--- config.mk ---
export PLATFORM = sky130hd
export DESIGN_NAME = cksum_engine
export DESIGN_NICKNAME = d
export VERILOG_FILES = /design/src/rtl/cksum_pkg.sv /design/src/rtl/cksum_seq.sv /design/src/rtl/cksum_term.sv /design/src/rtl/cksum_acc.sv /design/src/rtl/cksum_engine.sv
export SDC_FILE = /design/constraint.sdc
export NUM_CORES = 1
export LEC_CHECK = 0
export BUFFER_PORTS_ARGS = -buffer_cell sky130_fd_sc_hd__buf_2
export CORE_MARGIN = 5
export CORE_UTILIZATION = 30
export CTS_CLUSTER_DIAMETER = 120
export DETAILED_ROUTE_END_ITERATION = 10
export PLACE_DENSITY = 0.52
export SLEW_MARGIN = 20
export SYNTH_ARGS = -nofsm -noshare
export SYNTH_HDL_FRONTEND = slang
export SYNTH_HIERARCHICAL = 1
export SYNTH_SLANG_ARGS = --single-unit
--- constraint.sdc ---
create_clock -name clk -period 5.3 [get_ports clk]
set_clock_uncertainty 0.2 [all_clocks]
set_input_delay 0.53 -clock clk [delete_from_list [all_inputs] [get_ports clk]]
set_output_delay 0.53 -clock clk [all_outputs]
set_load 0.005 [all_outputs]
--- src/rtl/cksum_pkg.sv ---
package cksum_pkg;

   // Image segment that the next accepted word belongs to
   typedef enum logic [1:0] {
      SEG_IDLE = 2'd0,
      SEG_PROG = 2'd1,
      SEG_CFG  = 2'd2,
      SEG_UID  = 2'd3
   } seg_e;

endpackage

--- src/rtl/cksum_seq.sv ---
module cksum_seq
   import cksum_pkg::*;
#(
   parameter int unsigned PROG_WORDS = 1024,
   parameter int unsigned UID_WORDS  = 4
) (
   input  logic clk,
   input  logic rst_n,
   input  logic start_i,
   input  logic valid_i,
   output logic busy_o,
   output seg_e seg_o,
   output logic [((UID_WORDS > 1) ? $clog2(UID_WORDS) : 1)-1:0] uid_idx_o,
   output logic take_o,
   output logic last_o,
   output logic done_o
);

   localparam int unsigned TOTAL  = PROG_WORDS + 1 + UID_WORDS;
   localparam int unsigned CNT_W  = $clog2(TOTAL + 1);
   localparam int unsigned UIDX_W = (UID_WORDS > 1) ? $clog2(UID_WORDS) : 1;

   logic [CNT_W-1:0] cnt_q;
   logic             busy_q;
   logic             done_q;
   logic [CNT_W-1:0] uid_off;

   assign uid_off   = cnt_q - CNT_W'(PROG_WORDS + 1);
   assign uid_idx_o = uid_off[UIDX_W-1:0];
   assign take_o    = valid_i & busy_q & ~start_i;
   assign last_o    = (cnt_q == CNT_W'(TOTAL - 1));
   assign busy_o    = busy_q;
   assign done_o    = done_q;

   always_comb begin
      if (!busy_q)
         seg_o = SEG_IDLE;
      else if (cnt_q < CNT_W'(PROG_WORDS))
         seg_o = SEG_PROG;
      else if (cnt_q == CNT_W'(PROG_WORDS))
         seg_o = SEG_CFG;
      else
         seg_o = SEG_UID;
   end

   always_ff @(posedge clk or negedge rst_n) begin
      if (!rst_n) begin
         cnt_q  <= '0;
         busy_q <= 1'b0;
         done_q <= 1'b0;
      end else if (start_i) begin
         cnt_q  <= '0;
         busy_q <= 1'b1;
         done_q <= 1'b0;
      end else if (take_o) begin
         if (last_o) begin
            busy_q <= 1'b0;
            done_q <= 1'b1;
         end else begin
            cnt_q <= cnt_q + 1'b1;
         end
      end
   end

   // Done and busy are never high together
   assert_done_idle_R6: assert property (@(posedge clk) disable iff (!rst_n)
      done_q |-> !busy_q);

   // Done rises only from acceptance of the final word
   assert_done_source_R6: assert property (@(posedge clk) disable iff (!rst_n)
      $rose(done_q) |-> $past(take_o && last_o));

endmodule

--- src/rtl/cksum_term.sv ---
module cksum_term
   import cksum_pkg::*;
#(
   parameter int unsigned WORD_W         = 14,
   parameter int unsigned SUM_W          = 16,
   parameter int unsigned UID_WORDS      = 4,
   parameter int unsigned NIB_W          = 4,
   parameter int unsigned PACK_MSB_FIRST = 1,
   parameter int unsigned MASK_OPEN      = 'h3F79,
   parameter int unsigned MASK_PROT      = 'h3F39,
   parameter int unsigned UIDX_W         = 2
) (
   input  seg_e              seg_i,
   input  logic              prot_i,
   input  logic [WORD_W-1:0] word_i,
   input  logic [UIDX_W-1:0] uid_idx_i,
   output logic [SUM_W-1:0]  term_o
);

   localparam logic [SUM_W-1:0] M_OPEN = SUM_W'(MASK_OPEN);
   localparam logic [SUM_W-1:0] M_PROT = SUM_W'(MASK_PROT);

   logic [SUM_W-1:0] wide_word;
   logic [SUM_W-1:0] uid_lane [UID_WORDS];
   logic [SUM_W-1:0] uid_term;

   assign wide_word = SUM_W'(word_i);

   // One shifted copy of the ID nibble per position; the sequencer picks one
   for (genvar g = 0; g < UID_WORDS; g++) begin : g_lane
      if (PACK_MSB_FIRST != 0) begin : g_msb
         localparam int unsigned SH = NIB_W * (UID_WORDS - 1 - g);
         assign uid_lane[g] = SUM_W'(word_i[NIB_W-1:0]) << SH;
      end else begin : g_lsb
         localparam int unsigned SH = NIB_W * g;
         assign uid_lane[g] = SUM_W'(word_i[NIB_W-1:0]) << SH;
      end
   end

   assign uid_term = uid_lane[uid_idx_i];

   always_comb begin
      unique case (seg_i)
         SEG_PROG: term_o = prot_i ? '0 : wide_word;
         SEG_CFG:  term_o = wide_word & (prot_i ? M_PROT : M_OPEN);
         SEG_UID:  term_o = prot_i ? uid_term : '0;
         default:  term_o = '0;
      endcase
   end

endmodule

--- src/rtl/cksum_acc.sv ---
module cksum_acc #(
   parameter int unsigned SUM_W = 16
) (
   input  logic             clk,
   input  logic             rst_n,
   input  logic             clear_i,
   input  logic             add_i,
   input  logic [SUM_W-1:0] term_i,
   output logic [SUM_W-1:0] sum_o
);

   logic [SUM_W-1:0] acc_q;

   always_ff @(posedge clk or negedge rst_n) begin
      if (!rst_n)
         acc_q <= '0;
      else if (clear_i)
         acc_q <= '0;
      else if (add_i)
         acc_q <= acc_q + term_i;
   end

   assign sum_o = acc_q;

   // Nothing moves the sum except a clear or an add
   assert_sum_quiet_R7: assert property (@(posedge clk) disable iff (!rst_n)
      (!clear_i && !add_i) |=> $stable(acc_q));

endmodule

--- src/rtl/cksum_engine.sv ---
module cksum_engine
   import cksum_pkg::*;
#(
   parameter int unsigned PROG_WORDS     = 1024,
   parameter int unsigned UID_WORDS      = 4,
   parameter int unsigned WORD_W         = 14,
   parameter int unsigned SUM_W          = 16,
   parameter int unsigned NIB_W          = 4,
   parameter int unsigned PACK_MSB_FIRST = 1,
   parameter int unsigned MASK_OPEN      = 'h3F79,
   parameter int unsigned MASK_PROT      = 'h3F39
) (
   input  logic              clk,
   input  logic              rst_n,
   input  logic              start_i,
   input  logic              protect_i,
   input  logic              word_valid_i,
   input  logic [WORD_W-1:0] word_i,
   output logic [SUM_W-1:0]  sum_o,
   output logic              done_o
);

   localparam int unsigned UIDX_W = (UID_WORDS > 1) ? $clog2(UID_WORDS) : 1;

   // Elaboration-time parameter checks
   if (WORD_W > SUM_W) begin : g_chk_word
      $error("cksum_engine: WORD_W must not exceed SUM_W");
   end
   if (NIB_W * UID_WORDS > SUM_W) begin : g_chk_pack
      $error("cksum_engine: packed ID nibbles exceed SUM_W");
   end
   if (NIB_W > WORD_W || NIB_W == 0) begin : g_chk_nib
      $error("cksum_engine: NIB_W out of range");
   end
   if (PROG_WORDS == 0 || UID_WORDS == 0) begin : g_chk_cnt
      $error("cksum_engine: counts must be nonzero");
   end

   logic              prot_q;
   logic              busy;
   seg_e              seg;
   logic [UIDX_W-1:0] uid_idx;
   logic              take;
   logic              last;
   logic [SUM_W-1:0]  term;

   always_ff @(posedge clk or negedge rst_n) begin
      if (!rst_n)
         prot_q <= 1'b0;
      else if (start_i)
         prot_q <= protect_i;
   end

   cksum_seq #(
      .PROG_WORDS (PROG_WORDS),
      .UID_WORDS  (UID_WORDS)
   ) u_seq (
      .clk       (clk),
      .rst_n     (rst_n),
      .start_i   (start_i),
      .valid_i   (word_valid_i),
      .busy_o    (busy),
      .seg_o     (seg),
      .uid_idx_o (uid_idx),
      .take_o    (take),
      .last_o    (last),
      .done_o    (done_o)
   );

   cksum_term #(
      .WORD_W         (WORD_W),
      .SUM_W          (SUM_W),
      .UID_WORDS      (UID_WORDS),
      .NIB_W          (NIB_W),
      .PACK_MSB_FIRST (PACK_MSB_FIRST),
      .MASK_OPEN      (MASK_OPEN),
      .MASK_PROT      (MASK_PROT),
      .UIDX_W         (UIDX_W)
   ) u_term (
      .seg_i     (seg),
      .prot_i    (prot_q),
      .word_i    (word_i),
      .uid_idx_i (uid_idx),
      .term_o    (term)
   );

   cksum_acc #(
      .SUM_W (SUM_W)
   ) u_acc (
      .clk     (clk),
      .rst_n   (rst_n),
      .clear_i (start_i),
      .add_i   (take),
      .term_i  (term),
      .sum_o   (sum_o)
   );

   // Result and flag frozen until the next start
   assert_result_held_R7: assert property (@(posedge clk) disable iff (!rst_n)
      (done_o && !start_i) |=> (done_o && $stable(sum_o)));

   // Start wipes the previous result
   assert_start_clears_R8: assert property (@(posedge clk) disable iff (!rst_n)
      start_i |=> (!done_o && sum_o == '0));

   // Mode is frozen for the whole stream
   assert_mode_frozen_R9: assert property (@(posedge clk) disable iff (!rst_n)
      (busy && !start_i) |=> $stable(prot_q));

   // Program words leave the sum alone under protection
   assert_prog_dropped_R10: assert property (@(posedge clk) disable iff (!rst_n)
      (take && prot_q && seg == SEG_PROG) |=> $stable(sum_o));

   // User IDs leave the sum alone in open mode
   assert_uid_dropped_R10: assert property (@(posedge clk) disable iff (!rst_n)
      (take && !prot_q && seg == SEG_UID) |=> $stable(sum_o));

endmodule

==> flow_summary.toml, run 1 <==
[power]
p_int_mw = 0.395
power_frac_seq_pct = 43.3
p_sw_mw = 0.176
power.share.combinational_pct = 21.9
ir_drop_uv = 121
clkPwrFrac_pct = 34.8
sw_frac_of_total_pct = 30.9
pwr_density_cell_nw_per_um2 = 213
p_leak_nw = 1.22
power.total_mw = 0.572

[finish]
finish.net_count = 324
layout_common_cells = "35 x buf_2, 30 x dfrtp_1, 28 x nor2_1, 17 x ha_1"
seq_area_um2 = 751
layout-drive-gt1-share_pct = 21.2
final_common_cell = "buf_2"
area_growth_pct = 13.9
n_fill_cell = 828
multiInputGateArea_um2 = 1500
antenna_cells = 0

[sta]
period_needed_ns = 4.13
fmax_ghz = 0.242
post-route-period-util_pct = 78.0
slew_violations = 0
setup_tns_ns = 0
finalHoldViolCount = 0
maxSlewHeadroom_pct = 54.6
setup_viol = 0
rsz0062_at_grt = "false"
tightest_slew_ns = 0.680

[floorplan]
die_h_um = 98.6
die_w_um = 98.6
coreArea_um2 = 7690
dieArea_um2 = 9710
initial_utilization_pct = 30.6
ios = 36
rows = 32

[routing]
routedWlPerCell_um = 15.2
vias_per_cell = 5.27
drc = 0
drtIter0Drc = 96
drt_first_pass_iters = 4
drt-total-wl_um = 5950
vias = 2054
ant_nets = 0

[synth]
synth_ff_type = "dfrtp_1"
ys_types = 68
synth_area_um2 = 2350
syn-num-nets = 291
syn_inst = 254
yosysSeqAreaShare_pct = 31.9
syn_area_per_cell_um2 = 9.26
async_flop_share_pct = 100
yosysWarnings = 6
ys_seq_elements = 30
synth-edff-count = 0

[cts]
cts_buffer_depth = 2
cts_tree = "built"
hold_buffers = 0
clock_latency_ns = 0.29
root_buffer = "clkbuf_8"
cts.clk_slew.worst_paths_ns = 0.07
numCtsBuffers = 5
ctsHtreeMaxLevel = 2
cts_resized = 0
cts_setup_buffers = 0
clkSinkCount = 30

[critical_path]
r2r_setup_slack_ns = 1.17
crit_fanout = 9
crit_path_start_kind = "flop"
path_buf_inv = 0
end_kind = "flop"
r2r-end = "u_acc/sum_o[15]$_DFFE_PN0P_"
crit_path_max_incr_delay_ns = 0.53
worstSetupPathType = "reg -> reg"
cp_slowest_cell = "or4_4"
cp_top_family = "simple AND/OR/NAND/NOR gates"
crit_required_ns = 5.31
r2r-start = "u_seq/cnt_q[7]$_DFFE_PN0P_"
crit_arrival_ns = 4.14
reg2regPathDepth = 12
crit_chain = "nor4_2 -> nand3_1 -> o21a_1 -> a21o_4 -> a22o_1 -> ha_1 -> nand2_2 -> or4_4 -> a211oi_2 -> nor4_1 -> or4_1 -> a21oi_1"

[grt]
grt_usage_pct = 12.6
grt_pass1_vias = 1979
antenna_found_initial = 0
grt_pass1_wl_um = 10000
grt_max_degree = 35
grt_overflow = 0

[place]
place_hpwl_um = 4410
io_buffer_count = 35
place_congestion = 0.847

[job]
cap_violations = 0

[run_status]
status = "finished, final reports clean"

[worst_hold_path]
min_path_type = "in -> async"
## power by group through the flow
stage          Sequential [mW]  Combinational [mW]  Clock [mW]
2_1_floorplan            0.250              0.0906           0
3_3_place_gp             0.252               0.126           0
3_5_place_dp             0.252               0.124           0
4_1_cts                  0.248               0.126       0.208
5_1_grt                  0.249               0.141       0.221
6_report                 0.248               0.125       0.199
## state kept, by name, summed over array words and instances, names as in the netlist
| name | cells |
|---|---|
| u_seq/busy_o | 1 |
| u_seq/done_o | 1 |
| u_seq/cnt_q | 11 |
| u_acc/sum_o | 16 |
| prot_q | 1 |
## cells by family (layout without fill, tap and decap cells)
kind of cell | Yosys count | after routing | synth area share [%]
buffers and inverters | 18 | 52 | 4.47
adder cells (fa/ha/maj) | 18 | 18 | 9.89
AND/OR/NAND/NOR | 95 | 95 | 22.5
XOR/XNOR | 14 | 14 | 5.21
flip-flops | 30 | 30 | 31.9
AO/OA/AOI/OAI | 74 | 74 | 23.7
multiplexers | 5 | 5 | 2.34
## through the flow
| stage | worst slack, ns | hold slack (ns) | area [µm²] | utilization, % | cells |
|---|---|---|---|---|---|
| after detailed placement | 1.24 | 0.308 | 2590 | 33.7 | 382 |
| after floorplan | 1.53 | 0.0344 | 2350 | - | 254 |
| final | 1.17 | 0.0748 | 2680 | 34.8 | 390 |
| after global placement | 1.30 | 0.280 | 2590 | 33.7 | 382 |
| after CTS | 1.18 | 0.113 | 2680 | 34.8 | 390 |
| after global routing | 0.837 | 0.138 | 2680 | 34.8 | 390 |
## area by class of cell
type	instances	area share, %
Inverter	8	1.12
Timing Repair Buffer	36	6.82
Clock inverter	1	0.187
Multi-Input combinational cell	206	55.9
Sequential cell	30	28.0
Tap cell	102	4.76
Clock buffer	7	3.22
## routing by layer
metal / share of wire [%] / global-route usage (%) / vias to the layer above
met4: 0.82 / 2.84 / 0
li1: - / - / 1021
met5: 0 / 0 / -
met3: 4.3 / 3.82 / 4
met1: 48 / 16.6 / 984
met2: 47 / 20.4 / 45
## cells in the mapped netlist, types with 3 or more instances
| library cell | number | share of area [%] |
|---|---|---|
| a211oi_1 | 6 | 1.9 |
| a21oi_1 | 13 | 2.8 |
| a22o_1 | 10 | 3.7 |
| a31oi_1 | 3 | 0.80 |
| and2_1 | 3 | 0.80 |
| buf_6 | 3 | 1.4 |
| dfrtp_1 | 30 | 32 |
| ha_1 | 17 | 9.0 |
| inv_1 | 8 | 1.3 |
| mux2i_1 | 4 | 1.7 |
| nand2_1 | 13 | 2.1 |
| nand3_1 | 6 | 1.3 |
| nand3b_1 | 4 | 1.3 |
| nand4_1 | 7 | 1.9 |
| nor2_1 | 28 | 4.5 |
| nor2b_1 | 5 | 1.3 |
| nor3_1 | 7 | 1.5 |
| o21a_1 | 6 | 1.9 |
| o21ai_0 | 9 | 1.9 |
| xnor2_1 | 3 | 1.1 |
| xor2_1 | 11 | 4.1 |
## how the worst max path moves through the flow
stage                                          start                           to  slack [ns]  cells past startpoint
after floorplan           u_seq/cnt_q[7]$_DFFE_PN0P_  u_acc/sum_o[15]$_DFFE_PN0P_        1.53                     14
after global placement    u_seq/cnt_q[0]$_DFFE_PN0P_  u_acc/sum_o[15]$_DFFE_PN0P_        1.30                     14
after detailed placement  u_seq/cnt_q[4]$_DFFE_PN0P_  u_acc/sum_o[15]$_DFFE_PN0P_        1.24                     12
after CTS                 u_seq/cnt_q[7]$_DFFE_PN0P_  u_acc/sum_o[15]$_DFFE_PN0P_        1.18                     12
after global routing      u_seq/cnt_q[7]$_DFFE_PN0P_  u_acc/sum_o[14]$_DFFE_PN0P_        0.84                     15
final                     u_seq/cnt_q[7]$_DFFE_PN0P_  u_acc/sum_o[15]$_DFFE_PN0P_        1.17                     12
(Power assumes the default switching activity.)
==> inputs of run 2 (changes only) <==
--- a/config.mk
+++ b/config.mk
@@ -10,7 +10,7 @@
 export CORE_UTILIZATION = 30
 export CTS_CLUSTER_DIAMETER = 120
 export DETAILED_ROUTE_END_ITERATION = 10
-export PLACE_DENSITY = 0.52
+export PLACE_DENSITY = 0.53
 export SLEW_MARGIN = 20
 export SYNTH_ARGS = -nofsm -noshare
 export SYNTH_HDL_FRONTEND = slang
==> constraint.sdc (replaced) <==
create_clock -name clk -period 3.73 [get_ports clk]
set_clock_uncertainty 0.2 [all_clocks]
set_input_delay 0.373 -clock clk [delete_from_list [all_inputs] [get_ports clk]]
set_output_delay 0.373 -clock clk [all_outputs]
set_load 0.005 [all_outputs]
==> run 2 against run 1 <==
  * Wire length up 8.1%
  * Power up 60%
  * Worst hold slack better by 0.032 ns
  * Critical path depth unchanged
  * Sequential share of layout area down 3.8 points
  * Via count up 5.6%
  * Global-route usage up 1.2 points
  * Cell count up 9.0%
  * Final area up 16%
  * Combinational power up 73%
  * Flip-flop and latch count unchanged
  * Maximum frequency up 13%
  * Critical endpoint unchanged
==> flow_summary.toml, run 2 (synthesized netlist as in run 1, its figures left out) <==
[sta]
maxSlewHeadroom_pct = 51.3
whs_ns = 0.106
setup_viol = 0
rsz0062_at_grt = "true"
finalHoldViolCount = 0
fmax_ghz = 0.273
period_needed_ns = 3.66
tightest_slew_ns = 0.730
slew_violations = 0
post-route-period-util_pct = 98.2
setup_tns_ns = 0

[critical_path]
startpoint = "u_seq/cnt_q[6]$_DFFE_PN0P_"
worstSetupPathType = "reg -> reg"
crit_fanout = 8
end_kind = "flop"
crit_path_start_kind = "flop"
r2r-start = "u_seq/cnt_q[6]$_DFFE_PN0P_"
cp_top_family = "simple AND/OR/NAND/NOR gates"
crit_required_ns = 3.74
r2r_setup_slack_ns = 0.07
crit_chain = "nor4b_4 -> nand3_2 -> o21a_4 -> a21o_4 -> a22o_1 -> ha_4 -> nand2_2 -> or4_4 -> a211oi_4 -> nor4_1 -> or4_1 -> a21oi_1"
crit_path_max_incr_delay_ns = 0.54
cp_slowest_cell = "or4_4"
path_buf_inv = 0
crit_arrival_ns = 3.67

[floorplan]
ios = 36
initial_utilization_pct = 30.6
coreArea_um2 = 7690
die_w_um = 98.6
dieArea_um2 = 9710
rows = 32
die_h_um = 98.6

[finish]
seq_area_um2 = 751
finish.net_count = 360
area_growth_pct = 31.6
n_fill_cell = 795
multiInputGateArea_um2 = 1620
largest_register_ff_count = 16
fin_area_um2 = 3100
antenna_cells = 0
final_common_cell = "buf_4"
layout_common_cells = "36 x buf_4, 35 x buf_2, 30 x dfrtp_1, 28 x nor2_1"
layout-drive-gt1-share_pct = 33.7

[power]
pwr_density_cell_nw_per_um2 = 295
p_leak_nw = 1.42
power.total_mw = 0.912
ir_drop_uv = 121

[routing]
drc = 0
vias = 2168
drt_first_pass_iters = 4
drtIter0Drc = 93
vias_per_cell = 5.10
drt-total-wl_um = 6430
routedWlPerCell_um = 15.1
ant_nets = 0

[place]
place_hpwl_um = 4770
placed_cell_area_um2 = 2830
place_congestion = 0.906
io_buffer_count = 35

[job]
cap_violations = 0

[grt]
grt_usage_pct = 13.8
antenna_found_initial = 0
grt_overflow = 0
grt_pass1_wl_um = 10700
grt_max_degree = 35
grt_pass1_vias = 2187

[cts]
cts_buffer_depth = 2
clkSinkCount = 30
clock_latency_ns = 0.29
numCtsBuffers = 5
cts.clk_slew.worst_paths_ns = 0.07
ctsHtreeMaxLevel = 2
root_buffer = "clkbuf_8"
cts_tree = "built"

[run_status]
status = "finished, final reports clean"

[worst_hold_path]
min_path_type = "in -> reg"
min_from = "protect_i"
run 2: cell count changes in the layout (fill, tap and decap cells not counted), moves of 2 or more:
| cell | change |
|---|---|
| buf_4 | +35 |
| nor2b_2 | +2 |
| o21ai_1 | +2 |
| ha_4 | +5 |
| nor2b_1 | -2 |
| ha_1 | -5 |
| o21ai_0 | -2 |
run 2: metal layers:
layer | vias to the layer above | routed length [µm] | track usage, % | part of all wire [%]
met1 | 1020 | 2970 | 17.8 | 46
met3 | 7 | 370 | 4.81 | 5.8
li1 | 1089 | - | - | -
met2 | 52 | 3020 | 22.2 | 47
met5 | - | 0 | 0 | 0
met4 | 0 | 58 | 3.57 | 0.90
run 2: worst paths after layout:
| check | endpoint | cells past startpoint |
|---|---|---|
| worst max-delay path | u_acc/sum_o[15]$_DFFE_PN0P_ | 12 |
| worst min-delay path | prot_q$_DFFE_PN0P_ | 2 |
| worst max register to register | u_acc/sum_o[15]$_DFFE_PN0P_ | 12 |
| worst min register to register | u_seq/done_o$_DFFE_PN0P_ | 2 |
| max in group asynchronous | u_seq/cnt_q[4]$_DFFE_PN0P_ | 2 |
| min in group asynchronous | u_acc/sum_o[14]$_DFFE_PN0P_ | 2 |
run 2: area by class of cell:
type,instances,share of cell area (%)
Inverter,8,0.970
Multi-Input combinational cell,206,52.3
Sequential cell,30,24.3
Clock buffer,6,2.67
Clock inverter,1,0.970
Tap cell,102,4.12
Timing Repair Buffer,72,14.7
run 2: per-stage QoR:
stage	setup slack, ns	util [%]	cells
after detailed placement	-0.00475	36.8	412
after floorplan	0.00186	-	254
final	0.0687	40.3	425
after CTS	0.0199	39.0	423
after global placement	0.0421	36.8	412
after global routing	-0.101	40.3	425
run 2: power by group:
part / internal [mW] / total, mW / switching, mW
sequential: 0.338 / 0.352 / 0.0142
clock: 0.214 / 0.344 / 0.130
combinational: 0.102 / 0.216 / 0.115
total: 0.653 / 0.912 / 0.259
run 2: repair_timing:
action                                  CTS  global route
buffers inserted                          3             2
resized for setup                         3            15
endpoints found under the setup margin    4             6
endpoints found under the hold margin    30             0
hold buffers                              1             0
pin swaps                                 4             5
==> inputs of run 3 (changes only) <==
--- a/config.mk
+++ b/config.mk
@@ -5,6 +5,7 @@
 export SDC_FILE = /design/constraint.sdc
 export NUM_CORES = 1
 export LEC_CHECK = 0
+export ABC_AREA = 1
 export BUFFER_PORTS_ARGS = -buffer_cell sky130_fd_sc_hd__buf_2
 export CORE_MARGIN = 5
 export CORE_UTILIZATION = 30
==> run 3 against run 2 <==
  * Die area up 16%
  * Worst hold slack worse by 0.029 ns
  * Worst setup slack better by 0.43 ns
  * Flip-flop and latch count unchanged
  * Global-route usage about the same
  * Non-clock buffer count down 33
==> flow_summary.toml, run 3 <==
[run_status]
status = "finished, final reports clean"

[finish]
final_common_cell = "nand2_1"
final_cells = 597
multiInputGateArea_um2 = 1700
largest_register_ff_count = 16
fin_util_pct = 34.9
n_fill_cell = 1027
fin_area_um2 = 3180
seq_area_um2 = 751
layout-drive-gt1-share_pct = 16.0
antenna_cells = 0
finish.net_count = 522
area_growth_pct = 14.6
layout_common_cells = "174 x nand2_1, 61 x inv_1, 50 x nand3_1, 35 x buf_2, 35 x nor2_1"

[job]
cap_violations = 0

[floorplan]
rows = 35
dieArea_um2 = 11300
initial_utilization_pct = 30.5
die_w_um = 106
ios = 36
die_h_um = 106
coreArea_um2 = 9110

[sta]
post-route-period-util_pct = 86.5
rsz0062_at_grt = "false"
setup_slack_ns = 0.503
tightest_slew_ns = 0.719
finalHoldViolCount = 0
setup_viol = 0
maxSlewHeadroom_pct = 52.0
period_needed_ns = 3.23
slew_violations = 0
fmax_ghz = 0.310
whs_ns = 0.0775
setup_tns_ns = 0

[cts]
clkSinkCount = 30
numCtsBuffers = 5
clock_latency_ns = 0.29
cts_buffer_depth = 2
root_buffer = "clkbuf_8"
cts_tree = "built"
cts.clk_slew.worst_paths_ns = 0.07
hold_buffers = 1
cts_resized = 0
ctsHtreeMaxLevel = 2
cts_setup_buffers = 0

[place]
placed_cell_area_um2 = 3060
place_hpwl_um = 5810
pre_cts_ws_ns = 0.497
place_congestion = 0.825
io_buffer_count = 35
dp_cells = 588

[routing]
ant_nets = 0
drc = 0
vias = 2741
drtIter0Drc = 137
vias_per_cell = 4.59
drt-total-wl_um = 7340
routedWlPerCell_um = 12.3
drt_first_pass_iters = 5

[critical_path]
crit_path_start_kind = "flop"
crit_arrival_ns = 3.21
worstSetupPathType = "reg -> reg"
crit_fanout = 13
end_kind = "flop"
crit_required_ns = 3.71

[power]
pwr_density_cell_nw_per_um2 = 274
power.total_mw = 0.869
p_sw_mw = 0.272
power.share.combinational_pct = 21.5
p_int_mw = 0.597
power_frac_seq_pct = 40.0
clkPwrFrac_pct = 38.5
p_leak_nw = 1.85
ir_drop_uv = 132
sw_frac_of_total_pct = 31.3

[grt]
antenna_found_initial = 0
grt_usage_pct = 13.8
grt_overflow = 0
grt_max_degree = 31
grt_pass1_wl_um = 12400
grt_pass1_vias = 2622

[synth]
syn-num-nets = 481
syn_area_per_cell_um2 = 6.25
yosysWarnings = 6
syn_inst = 444
synth_area_um2 = 2770

[worst_hold_path]
min_path_type = "in -> reg"
-- run 3: per-layer routing --
layer	GRT usage, %	part of all wire (%)
met1	17.1	46
met2	23.5	48
met3	2.67	3.7
met4	5.27	2.1
met5	0	0
-- run 3: worst max-delay path, cell delays in order (launching register included) --
cell and delay, ns:
dfrtp_1 0.40, inv_1 0.15, ha_1 0.24, nand2_1 0.06
nor2_1 0.03, a21boi_0 0.18, buf_4 0.17, nand3_2 0.09
inv_2 0.17, nand3_1 0.09, nand2_1 0.09, ha_1 0.16
inv_1 0.05, fa_1 0.40, inv_1 0.09, nand3_1 0.07
nand3_1 0.13, nand3_1 0.11, nand3_1 0.08, nand2_1 0.05
nand3_1 0.08, nand2_1 0.06
-- run 3: layout make-up --
cell class,count,area share [%]
Timing Repair Buffer,39,6.54
Clock inverter,3,1.26
Multi-Input combinational cell,341,53.6
Tap cell,111,4.37
Clock buffer,5,2.17
Sequential cell,30,23.6
Inverter,68,8.46
-- run 3: path summary, 6_finish.rpt --
kind                                                  from                          end  slack [ns]  depth (start not counted)
worst max-delay path            u_seq/cnt_q[0]$_DFFE_PN0P_  u_acc/sum_o[12]$_DFFE_PN0P_        0.50                         21
worst max register to register  u_seq/cnt_q[0]$_DFFE_PN0P_  u_acc/sum_o[12]$_DFFE_PN0P_        0.50                         21
min in group asynchronous                            rst_n   u_acc/sum_o[4]$_DFFE_PN0P_        0.48                          2
max in group asynchronous                            rst_n   u_seq/cnt_q[7]$_DFFE_PN0P_        2.38                          2
worst min register to register    u_seq/done_o$_DFFE_PN0P_     u_seq/done_o$_DFFE_PN0P_        0.32                          2
worst min-delay path                             protect_i           prot_q$_DFFE_PN0P_        0.08                          3
-- run 3: power by group through the flow --
stage	combinational, mW	clock (mW)	sequential, mW
2_1_floorplan	0.128	0	0.352
3_3_place_gp	0.187	0	0.354
3_5_place_dp	0.188	0	0.354
4_1_cts	0.189	0.352	0.348
5_1_grt	0.215	0.364	0.350
6_report	0.186	0.335	0.348
